--- src/rtl/pacer_pkg.sv ---
package pacer_pkg;

   localparam int MODE_W       = 32;
   localparam int MB_SRC_HOLD  = 12;
   localparam int MB_DST_HOLD  = 13;
   localparam int MB_SRC_LOG   = 14;
   localparam int MB_DST_LOG   = 16;
   localparam int MB_QLOG      = 24;
   localparam int MB_PAUSE     = 28;
   localparam int MB_XSTART    = 29;
   localparam int SIDES        = 2;

   typedef enum logic [1:0] {
      ST_IDLE  = 2'd0,
      ST_ARMED = 2'd1,
      ST_RUN   = 2'd2,
      ST_WAIT  = 2'd3
   } pace_state_e;

   typedef struct packed {
      logic       src_hold;
      logic [1:0] src_log;
      logic       dst_hold;
      logic [1:0] dst_log;
      logic [3:0] qlog;
      logic       pause_en;
      logic       xstart_en;
   } pace_mode_t;

endpackage

--- src/rtl/addr_walker.sv ---
module addr_walker #(
   parameter int AW           = 32,
   parameter bit HOLD_SUPPORT = 1'b1
) (
   input  logic          clk,
   input  logic          rst_n,
   input  logic          load,
   input  logic [AW-1:0] base,
   input  logic          hold_en,
   input  logic [1:0]    hold_log,
   input  logic          step,
   output logic [AW-1:0] addr,
   output logic [AW-1:0] off_o,
   output logic [AW-1:0] mask_o,
   output logic          hold_o
);

   localparam logic [AW-1:0] ONE = AW'(1);

   logic [AW-1:0] base_q;
   logic [AW-1:0] off_q;
   logic [AW-1:0] off_next;

   if (AW < 4) begin : g_bad_aw
      $error("addr_walker: AW must be at least 4");
   end

   if (HOLD_SUPPORT) begin : g_hold
      logic          hold_q;
      logic [1:0]    log_q;
      logic [AW-1:0] win_mask;

      always_ff @(posedge clk or negedge rst_n) begin
         if (!rst_n) begin
            hold_q <= 1'b0;
            log_q  <= 2'd0;
         end else if (load) begin
            hold_q <= hold_en;
            log_q  <= hold_log;
         end
      end

      assign win_mask = (ONE << log_q) - ONE;
      assign off_next = hold_q ? ((off_q + ONE) & win_mask) : (off_q + ONE);
      assign mask_o   = win_mask;
      assign hold_o   = hold_q;
   end else begin : g_linear
      logic unused_hold;
      assign unused_hold = ^{hold_en, hold_log};
      assign off_next    = off_q + ONE;
      assign mask_o      = '0;
      assign hold_o      = 1'b0;
   end

   always_ff @(posedge clk or negedge rst_n) begin
      if (!rst_n) begin
         base_q <= '0;
         off_q  <= '0;
      end else if (load) begin
         base_q <= base;
         off_q  <= '0;
      end else if (step) begin
         off_q  <= off_next;
      end
   end

   assign addr  = base_q + off_q;
   assign off_o = off_q;

endmodule

--- src/rtl/quota_gate.sv ---
module quota_gate #(
   parameter int MAX_QLOG    = 10,
   parameter int SYNC_STAGES = 2
) (
   input  logic       clk,
   input  logic       rst_n,
   input  logic       req_pin,
   input  logic       clear,
   input  logic       grant,
   input  logic [3:0] qlog,
   input  logic       consume,
   output logic       req_edge,
   output logic       quota_last
);

   localparam int QW = MAX_QLOG + 1;

   logic [SYNC_STAGES:0] sync_q;
   logic [QW-1:0]        quota_q;
   logic [3:0]           eff_log;

   if (SYNC_STAGES < 2) begin : g_bad_sync
      $error("quota_gate: SYNC_STAGES must be at least 2");
   end
   if (MAX_QLOG > 15 || MAX_QLOG < 0) begin : g_bad_qlog
      $error("quota_gate: MAX_QLOG must fit a 4-bit field");
   end

   assign eff_log = (qlog > 4'(MAX_QLOG)) ? 4'(MAX_QLOG) : qlog;

   always_ff @(posedge clk or negedge rst_n) begin
      if (!rst_n) begin
         sync_q <= '0;
      end else begin
         sync_q <= {sync_q[SYNC_STAGES-1:0], req_pin};
      end
   end

   assign req_edge = sync_q[SYNC_STAGES-1] & ~sync_q[SYNC_STAGES];

   always_ff @(posedge clk or negedge rst_n) begin
      if (!rst_n) begin
         quota_q <= '0;
      end else if (clear) begin
         quota_q <= '0;
      end else if (grant) begin
         quota_q <= QW'(1) << eff_log;
      end else if (consume && quota_q != '0) begin
         quota_q <= quota_q - QW'(1);
      end
   end

   assign quota_last = (quota_q == QW'(1));

endmodule

--- src/rtl/dma_addr_pacer.sv ---
module dma_addr_pacer
   import pacer_pkg::*;
#(
   parameter int AW           = 32,
   parameter int CW           = 16,
   parameter int MAX_QLOG     = 10,
   parameter int SYNC_STAGES  = 2,
   parameter bit HOLD_SUPPORT = 1'b1
) (
   input  logic              clk,
   input  logic              rst_n,
   input  logic [AW-1:0]     src_base,
   input  logic [AW-1:0]     dst_base,
   input  logic [CW-1:0]     byte_total,
   input  logic [MODE_W-1:0] mode,
   input  logic              start,
   input  logic              xstart_pin,
   input  logic              req_pin,
   input  logic              beat_ready,
   output logic [AW-1:0]     src_addr,
   output logic [AW-1:0]     dst_addr,
   output logic              beat_valid,
   output logic              done
);

   if (CW < 1) begin : g_bad_cw
      $error("dma_addr_pacer: CW must be positive");
   end

   pace_state_e st_q;
   pace_mode_t  mode_in;
   logic [CW-1:0] left_q;
   logic          pause_q;
   logic [3:0]    qlog_q;
   logic          done_q;
   logic          go;
   logic          accept;
   logic          grant;
   logic          req_edge;
   logic          quota_last;
   logic          unused_mode;

   logic [SIDES-1:0][AW-1:0] base_w;
   logic [SIDES-1:0][AW-1:0] addr_w;
   logic [SIDES-1:0][AW-1:0] off_w;
   logic [SIDES-1:0][AW-1:0] mask_w;
   logic [SIDES-1:0]         hold_w;
   logic [SIDES-1:0]         hold_en_w;
   logic [SIDES-1:0][1:0]    hold_log_w;

   assign mode_in.src_hold  = mode[MB_SRC_HOLD];
   assign mode_in.src_log   = mode[MB_SRC_LOG +: 2];
   assign mode_in.dst_hold  = mode[MB_DST_HOLD];
   assign mode_in.dst_log   = mode[MB_DST_LOG +: 2];
   assign mode_in.qlog      = mode[MB_QLOG +: 4];
   assign mode_in.pause_en  = mode[MB_PAUSE];
   assign mode_in.xstart_en = mode[MB_XSTART];
   assign unused_mode = ^{mode[11:0], mode[23:18], mode[31:30]};

   assign go         = start && (st_q == ST_IDLE);
   assign beat_valid = (st_q == ST_RUN);
   assign accept     = beat_valid && beat_ready;
   assign grant      = (st_q == ST_WAIT) && req_edge;
   assign done       = done_q;

   assign base_w[0]     = src_base;
   assign base_w[1]     = dst_base;
   assign hold_en_w[0]  = mode_in.src_hold;
   assign hold_en_w[1]  = mode_in.dst_hold;
   assign hold_log_w[0] = mode_in.src_log;
   assign hold_log_w[1] = mode_in.dst_log;

   for (genvar s = 0; s < SIDES; s++) begin : g_side
      addr_walker #(
         .AW           (AW),
         .HOLD_SUPPORT (HOLD_SUPPORT)
      ) u_walker (
         .clk      (clk),
         .rst_n    (rst_n),
         .load     (go),
         .base     (base_w[s]),
         .hold_en  (hold_en_w[s]),
         .hold_log (hold_log_w[s]),
         .step     (accept),
         .addr     (addr_w[s]),
         .off_o    (off_w[s]),
         .mask_o   (mask_w[s]),
         .hold_o   (hold_w[s])
      );
   end

   assign src_addr = addr_w[0];
   assign dst_addr = addr_w[1];

   quota_gate #(
      .MAX_QLOG    (MAX_QLOG),
      .SYNC_STAGES (SYNC_STAGES)
   ) u_quota (
      .clk        (clk),
      .rst_n      (rst_n),
      .req_pin    (req_pin),
      .clear      (go),
      .grant      (grant),
      .qlog       (qlog_q),
      .consume    (accept),
      .req_edge   (req_edge),
      .quota_last (quota_last)
   );

   always_ff @(posedge clk or negedge rst_n) begin
      if (!rst_n) begin
         st_q    <= ST_IDLE;
         left_q  <= '0;
         pause_q <= 1'b0;
         qlog_q  <= 4'd0;
         done_q  <= 1'b0;
      end else begin
         done_q <= 1'b0;
         unique case (st_q)
            ST_IDLE: begin
               if (start) begin
                  left_q  <= byte_total;
                  pause_q <= mode_in.pause_en;
                  qlog_q  <= mode_in.qlog;
                  if (byte_total == '0) begin
                     done_q <= 1'b1;
                  end else if (mode_in.xstart_en) begin
                     st_q <= ST_ARMED;
                  end else if (mode_in.pause_en) begin
                     st_q <= ST_WAIT;
                  end else begin
                     st_q <= ST_RUN;
                  end
               end
            end
            ST_ARMED: begin
               if (xstart_pin) begin
                  st_q <= pause_q ? ST_WAIT : ST_RUN;
               end
            end
            ST_WAIT: begin
               if (req_edge) begin
                  st_q <= ST_RUN;
               end
            end
            ST_RUN: begin
               if (accept) begin
                  left_q <= left_q - CW'(1);
                  if (left_q == CW'(1)) begin
                     done_q <= 1'b1;
                     st_q   <= ST_IDLE;
                  end else if (pause_q && quota_last) begin
                     st_q <= ST_WAIT;
                  end
               end
            end
            default: st_q <= ST_IDLE;
         endcase
      end
   end

endmodule

--- config.mk ---
export PLATFORM = sky130hd
export DESIGN_NAME = dma_addr_pacer
export DESIGN_NICKNAME = d
export VERILOG_FILES = /design/src/rtl/pacer_pkg.sv /design/src/rtl/addr_walker.sv /design/src/rtl/quota_gate.sv /design/src/rtl/dma_addr_pacer.sv
export SDC_FILE = /design/constraint.sdc
export NUM_CORES = 1
export LEC_CHECK = 0
export ABC_AREA = 1
export BUFFER_PORTS_ARGS = -buffer_cell sky130_fd_sc_hd__clkbuf_2
export CORE_MARGIN = 2
export CORE_UTILIZATION = 50
export CTS_BUF_LIST = sky130_fd_sc_hd__clkbuf_16
export DETAILED_ROUTE_END_ITERATION = 10
export GPL_TIMING_DRIVEN = 1
export PLACE_DENSITY = 0.73
export RECOVER_POWER = 50
export SYNTH_ARGS = -nofsm -noshare
export SYNTH_HDL_FRONTEND = slang
export SYNTH_SLANG_ARGS = --single-unit
--- constraint.sdc ---
create_clock -name clk -period 3.7 [get_ports clk]
set_input_delay 0.74 -clock clk [delete_from_list [all_inputs] [get_ports clk]]
set_output_delay 0.74 -clock clk [all_outputs]
set_load 0.01 [all_outputs]
======== Yosys cells after proc, flatten, opt, wreduce, memory -nomap -nowiden ========
Index checks and enable logic that the tools add are counted.
word-level totals
  register bits after elaboration ......... 172
cells by class
  add/subtract/negate cells ............... 8
  $lt $le $gt $ge ......................... 1
  equal/unequal tests ..................... 11
  shift operators ......................... 3
  multiplexer cells ....................... 29
  bitwise gates (word level) .............. 4
  reduce and logical (&&, ||, !) cells .... 14
operators with widths
  kind                                                                    count
  32-bit 2-to-1 mux                                                       6
  32-bit by 1-bit adder with 32-bit output, second input constant         2
  32-bit adder                                                            2
  32-bit bitwise AND                                                      2
  1-bit by 2-bit << shifter with 32-bit output, first input constant      2
  32-bit by 1-bit subtractor with 32-bit output, second input constant    2
  11-bit 2-to-1 mux                                                       3
  16-bit 2-to-1 mux                                                       2
  16-bit one-hot mux with 2 select lines                                  1
  16-bit by 1-bit equality test with 1-bit output, second input constant  1
  16-bit zero test                                                        1
  2-bit 2-to-1 mux                                                        8
  16-bit by 1-bit subtractor with 16-bit output, second input constant    1
  11-bit by 1-bit equality test with 1-bit output, second input constant  1
  11-bit nonzero test                                                     1
  1-bit by 4-bit << shifter with 11-bit output, first input constant      1
  11-bit by 1-bit subtractor with 11-bit output, second input constant    1
  2-bit inequality test, second input constant                            4
  2-bit one-hot mux with 4 select lines                                   1
  1-bit 2-to-1 mux                                                        6
  6-bit AND reduction                                                     1
  1-bit logical AND                                                       5
  2-bit equality test, second input constant                              2
  4-bit greater-than comparator, second input constant                    1
  12 further kinds                                                        13

======== Depth between registers and ports, before layout ========
  word-level depth ........................ 6
  gate-level depth with buffers ........... 12
  depth with buffers taken out ............ 12

======== Modules after synthesis ========
From an unflattened synthesis, not the netlist that was laid out.
unflattened totals
  cell total of the unflattened synthesis .. 2,413
  area, all modules ....................... 14,660.3 µm²
by module, submodules not included
  module          times used  cells an instance  area each (µm²)
  addr_walker     2           1,005              6,014.5
  dma_addr_pacer  1           253                1,630.3
  quota_gate      1           150                1,001.0

======== Worst setup path before layout ========
OpenSTA, ideal clock, no wires.
  kind .................................... flip-flop to output port
  start point ............................. register g_side[0].u_walker.off_q[0]
  end point ............................... output port src_addr[28]
  arrival time ............................ 1.730 ns
  required time ........................... 2.960 ns
  slack ................................... 1.230 ns
  cell stages (with the launch flop) ...... 12
  path buffers ............................ 0
  cells stage by stage .................... dfrtp_1 > ha_1 > fa_1 > nand2_1 > nand3_1 > and2_1 > nand3_1 > nand3_1 > nand2_1 > nand2_1 > nand2_1 > nand2_1
on the way
  longest elaborated chain between the ends .. 1
ends and longest elaborated chain
  what                    line                  RTL
  start, declared         addr_walker.sv:21     logic [AW-1:0] off_q;
  start signal, assigned  addr_walker.sv:63     off_q <= off_next;
  32-bit adder            addr_walker.sv:67     assign addr = base_q + off_q;
  end, declared           dma_addr_pacer.sv:20  output logic [AW-1:0] src_addr,
No other way between the ends.

======== Worst setup path in the final report ========
  start point ............................. register g_side[1].u_walker.off_q[0]
  end point ............................... output port dst_addr[20]
on the way
  longest elaborated chain between the ends .. 1
ends and longest elaborated chain
  what                    line                  RTL
  start, declared         addr_walker.sv:21
  start signal, assigned  addr_walker.sv:63
  32-bit adder            addr_walker.sv:67
  end, declared           dma_addr_pacer.sv:21  output logic [AW-1:0] dst_addr,
No other way between the ends.

==> results.ini <==
[synthesis]
synth.avg_cell_area_um2=6.23
synth_seq_area_share_pct=31.8
syn-num-nets=2367
async_flop_share_pct=100
ys.flop_type=dfrtp_1
syn_inst=2174
syn_area_um2=13500
synth-edff-count=0
synth.distinct_cells=48
synth-seq-cells=172
yosysWarnings=0

[routing]
firstDrtPassIters=5
wire_per_inst_um=13.8
antenna_left=0
drt_iter0_drc=985
num_vias=14005
route.detailed.drc=0
drt-total-wl_um=37100
viasPerCell=5.22

[clock_tree]
htreeDepth=4
worstSkewPairLatency_ns=0.44
cts.sinks=172
cts_tree=done
cts_resized=0
cts_inserted_buffers=17
cts_root_buf=clkbuf_16
cts_hold_buf=0
postCtsSetupBuffers=0
ctsLongestPathBuffers=2
clkTransAtPathRegs_ns=0.08

[placement]
portBuffers=163
place_congestion=0.929
dp_hpwl_um=29000

[sta]
fin_tns_setup_ns=0
worst_clock_skew_ns=0.0166
rsz0062_at_grt=no
setup_violations=0
finalCritPeriodShare_pct=88.7
relSlewSlack_pct=-41.9
hold_viol=0
slew_viol_final=122
fin_crit_ns=3.28
worstMarginPinSlew_ns=2.13
max_freq_mhz=305

[setup_path]
slowest_delay_ns=0.48
endpoint=dst_addr[20]
setup.worst_path.start_class=flip-flop
critPathRequiredTime_ns=2.96
crit_start=g_side[1].u_walker.off_o[0]$_DFFE_PN0P_
crit_top_cell=nand3_1
cp_num_cells=10
r2r_cells=6
r2r_end=g_side[1].u_walker.off_o[2]$_DFFE_PN0P_
regToRegStartpoint=st_q[0]$_DFFE_PN0P_
ff2ff_setup_slack_ns=0.77
cpMaxStageDelayCell=dfrtp_1
cp_max_fo=5
end_kind=output port
cp.arrival_ns=2.54
cp_num_buf_inv=1
worst-setup-path-type=reg2out
crit_family=simple AND/OR/NAND/NOR gates
cp_cell_sequence=ha_1 > fa_1 > nand3_1 > nand3_1 > nand3_1 > nand3b_1 > nand2_1 > nand3_1 > nand2_1 > clkbuf_2

[finish]
area_growth_pct=12.8
drive_above_1_share_pct=9.43
fin_nets=2524
diodes=0

[floorplanning]
start_util_pct=50.5
die-width_um=169
die-area_um2=28400
num_io_pins=184
rows=60
dieHeight_um=169
core_um2=26800

[outcome]
status=finished, violations left
violations=max-capacitance violations, max-slew violations

[pwr]
p_int_uw=4990
p_sw_uw=4280
powerDensity_nw_per_um2=607
power.total_uw=9280
leakage_uw=0.00874
p_comb_share_pct=48.8
sw_frac_of_total_pct=46.2
p_clk_share_pct=19.8
irDropWorstVdd_v=0.000342
seqPwrFrac_pct=31.3

[global_route]
grt_start_max_net_pins=88
antenna_found_initial=0
overflow=0
grt_pass1_vias=12634
grt_pass1_wl_um=60600
grt_use_total_pct=26.2

[job]
drv_cap=2

[min_path]
min_path_type=reg2reg

[per-stage QoR]
| step | utilization, % | instance area, um^2 | hold slack [ns] | setup WS [ns] | cells |
|---|---|---|---|---|---|
| after floorplan | - | 13500 | 0.331 | 1.23 | 2174 |
| after global placement | 54.9 | 14700 | 0.335 | 0.913 | 2653 |
| after detailed placement | 54.9 | 14700 | 0.338 | 0.875 | 2653 |
| after CTS | 57.1 | 15300 | 0.345 | 0.403 | 2684 |
| after global routing | 57.0 | 15300 | 0.346 | 0.201 | 2684 |
| final | 57.0 | 15300 | 0.345 | 0.416 | 2684 |
[layout make-up]
type                            count  area [um^2]
Sequential cell                   172         4300
Timing Repair Buffer              172          896
Clock inverter                     14          159
Fill cell                        2698        11500
Clock buffer                       17          425
Tap cell                          341          427
Inverter                          308         1160
Multi-Input combinational cell   1660         7910
[flip-flops by register name, summed over array words and instances (netlist names)]
signal / flops
left_q: 16
qlog_q: 4
g_side.u_walker.hold_o: 2
st_q: 2
g_side.u_walker.base_q: 64
done: 1
u_quota.sync_q: 3
pause_q: 1
u_quota.quota_q: 11
g_side.u_walker.g_hold.log_q: 4
g_side.u_walker.off_o: 64
[how the worst min path moves through the flow]
stage	from	end	slack [ns]	cells past startpoint
5_1_grt	u_quota.sync_q[0]$_DFF_PN0_	u_quota.sync_q[1]$_DFF_PN0_	0.35	0
6_report	u_quota.sync_q[0]$_DFF_PN0_	u_quota.sync_q[1]$_DFF_PN0_	0.34	0
3_5_place_dp	u_quota.sync_q[0]$_DFF_PN0_	u_quota.sync_q[1]$_DFF_PN0_	0.34	0
3_3_place_gp	u_quota.sync_q[0]$_DFF_PN0_	u_quota.sync_q[1]$_DFF_PN0_	0.33	0
2_1_floorplan	u_quota.sync_q[0]$_DFF_PN0_	u_quota.sync_q[1]$_DFF_PN0_	0.33	0
4_1_cts	u_quota.sync_q[0]$_DFF_PN0_	u_quota.sync_q[1]$_DFF_PN0_	0.35	0
[kinds of logic after synthesis]
logic type                 Yosys count  synth area share, %
and+or+nand+nor                   1340                 40.4
AOI/OAI and AO/OA                  203                 8.27
adders and majority gates           75                 7.04
buffers and inverters              342                 9.82
xor gates and xnor gates            42                 2.72
DFF                                172                 31.8
[layer usage]
layer | track usage (%) | wire length (um)
met5 | 0 | 0
met3 | 3.30 | 2090
met4 | 6.11 | 495
met2 | 42.3 | 16500
met1 | 37.8 | 18000
[cells in the mapped netlist, drive strengths merged (7+ instances only)]
master	n	area [um^2]
nor3	28	150
o21ai	73	369
nand2	877	3310
ha	73	913
o22ai	7	43.8
nor2	254	1000
nand4	39	244
buf	24	136
nand3b	7	52.6
o21bai	11	82.6
dfrtp	172	4300
inv	307	1150
nand3	117	596
xor2	36	315
o21a	9	67.6
a21oi	89	445
clkbuf	10	37.5
[layout by cell type (no fill, tap or decap), drive strengths merged, types with 9 or more instances in the layout]
cell    instances
a21oi          89
clkbuf        183
dfrtp         172
ha             73
inv           315
nand2         877
nand3         117
nand4          39
nor2          254
nor3           28
o21a            9
o21ai          73
o21bai         11
xor2           36
[power groups by stage]
stage / registers [uW] / logic, uW / clock network, uW
6_report: 2910 / 4530 / 1840
5_1_grt: 2980 / 5140 / 1950
4_1_cts: 2900 / 4530 / 1880
3_5_place_dp: 2930 / 4510 / 0
3_3_place_gp: 2920 / 4420 / 0
2_1_floorplan: 2770 / 3230 / 0
Note: power is estimated with default switching activity, not from simulation.
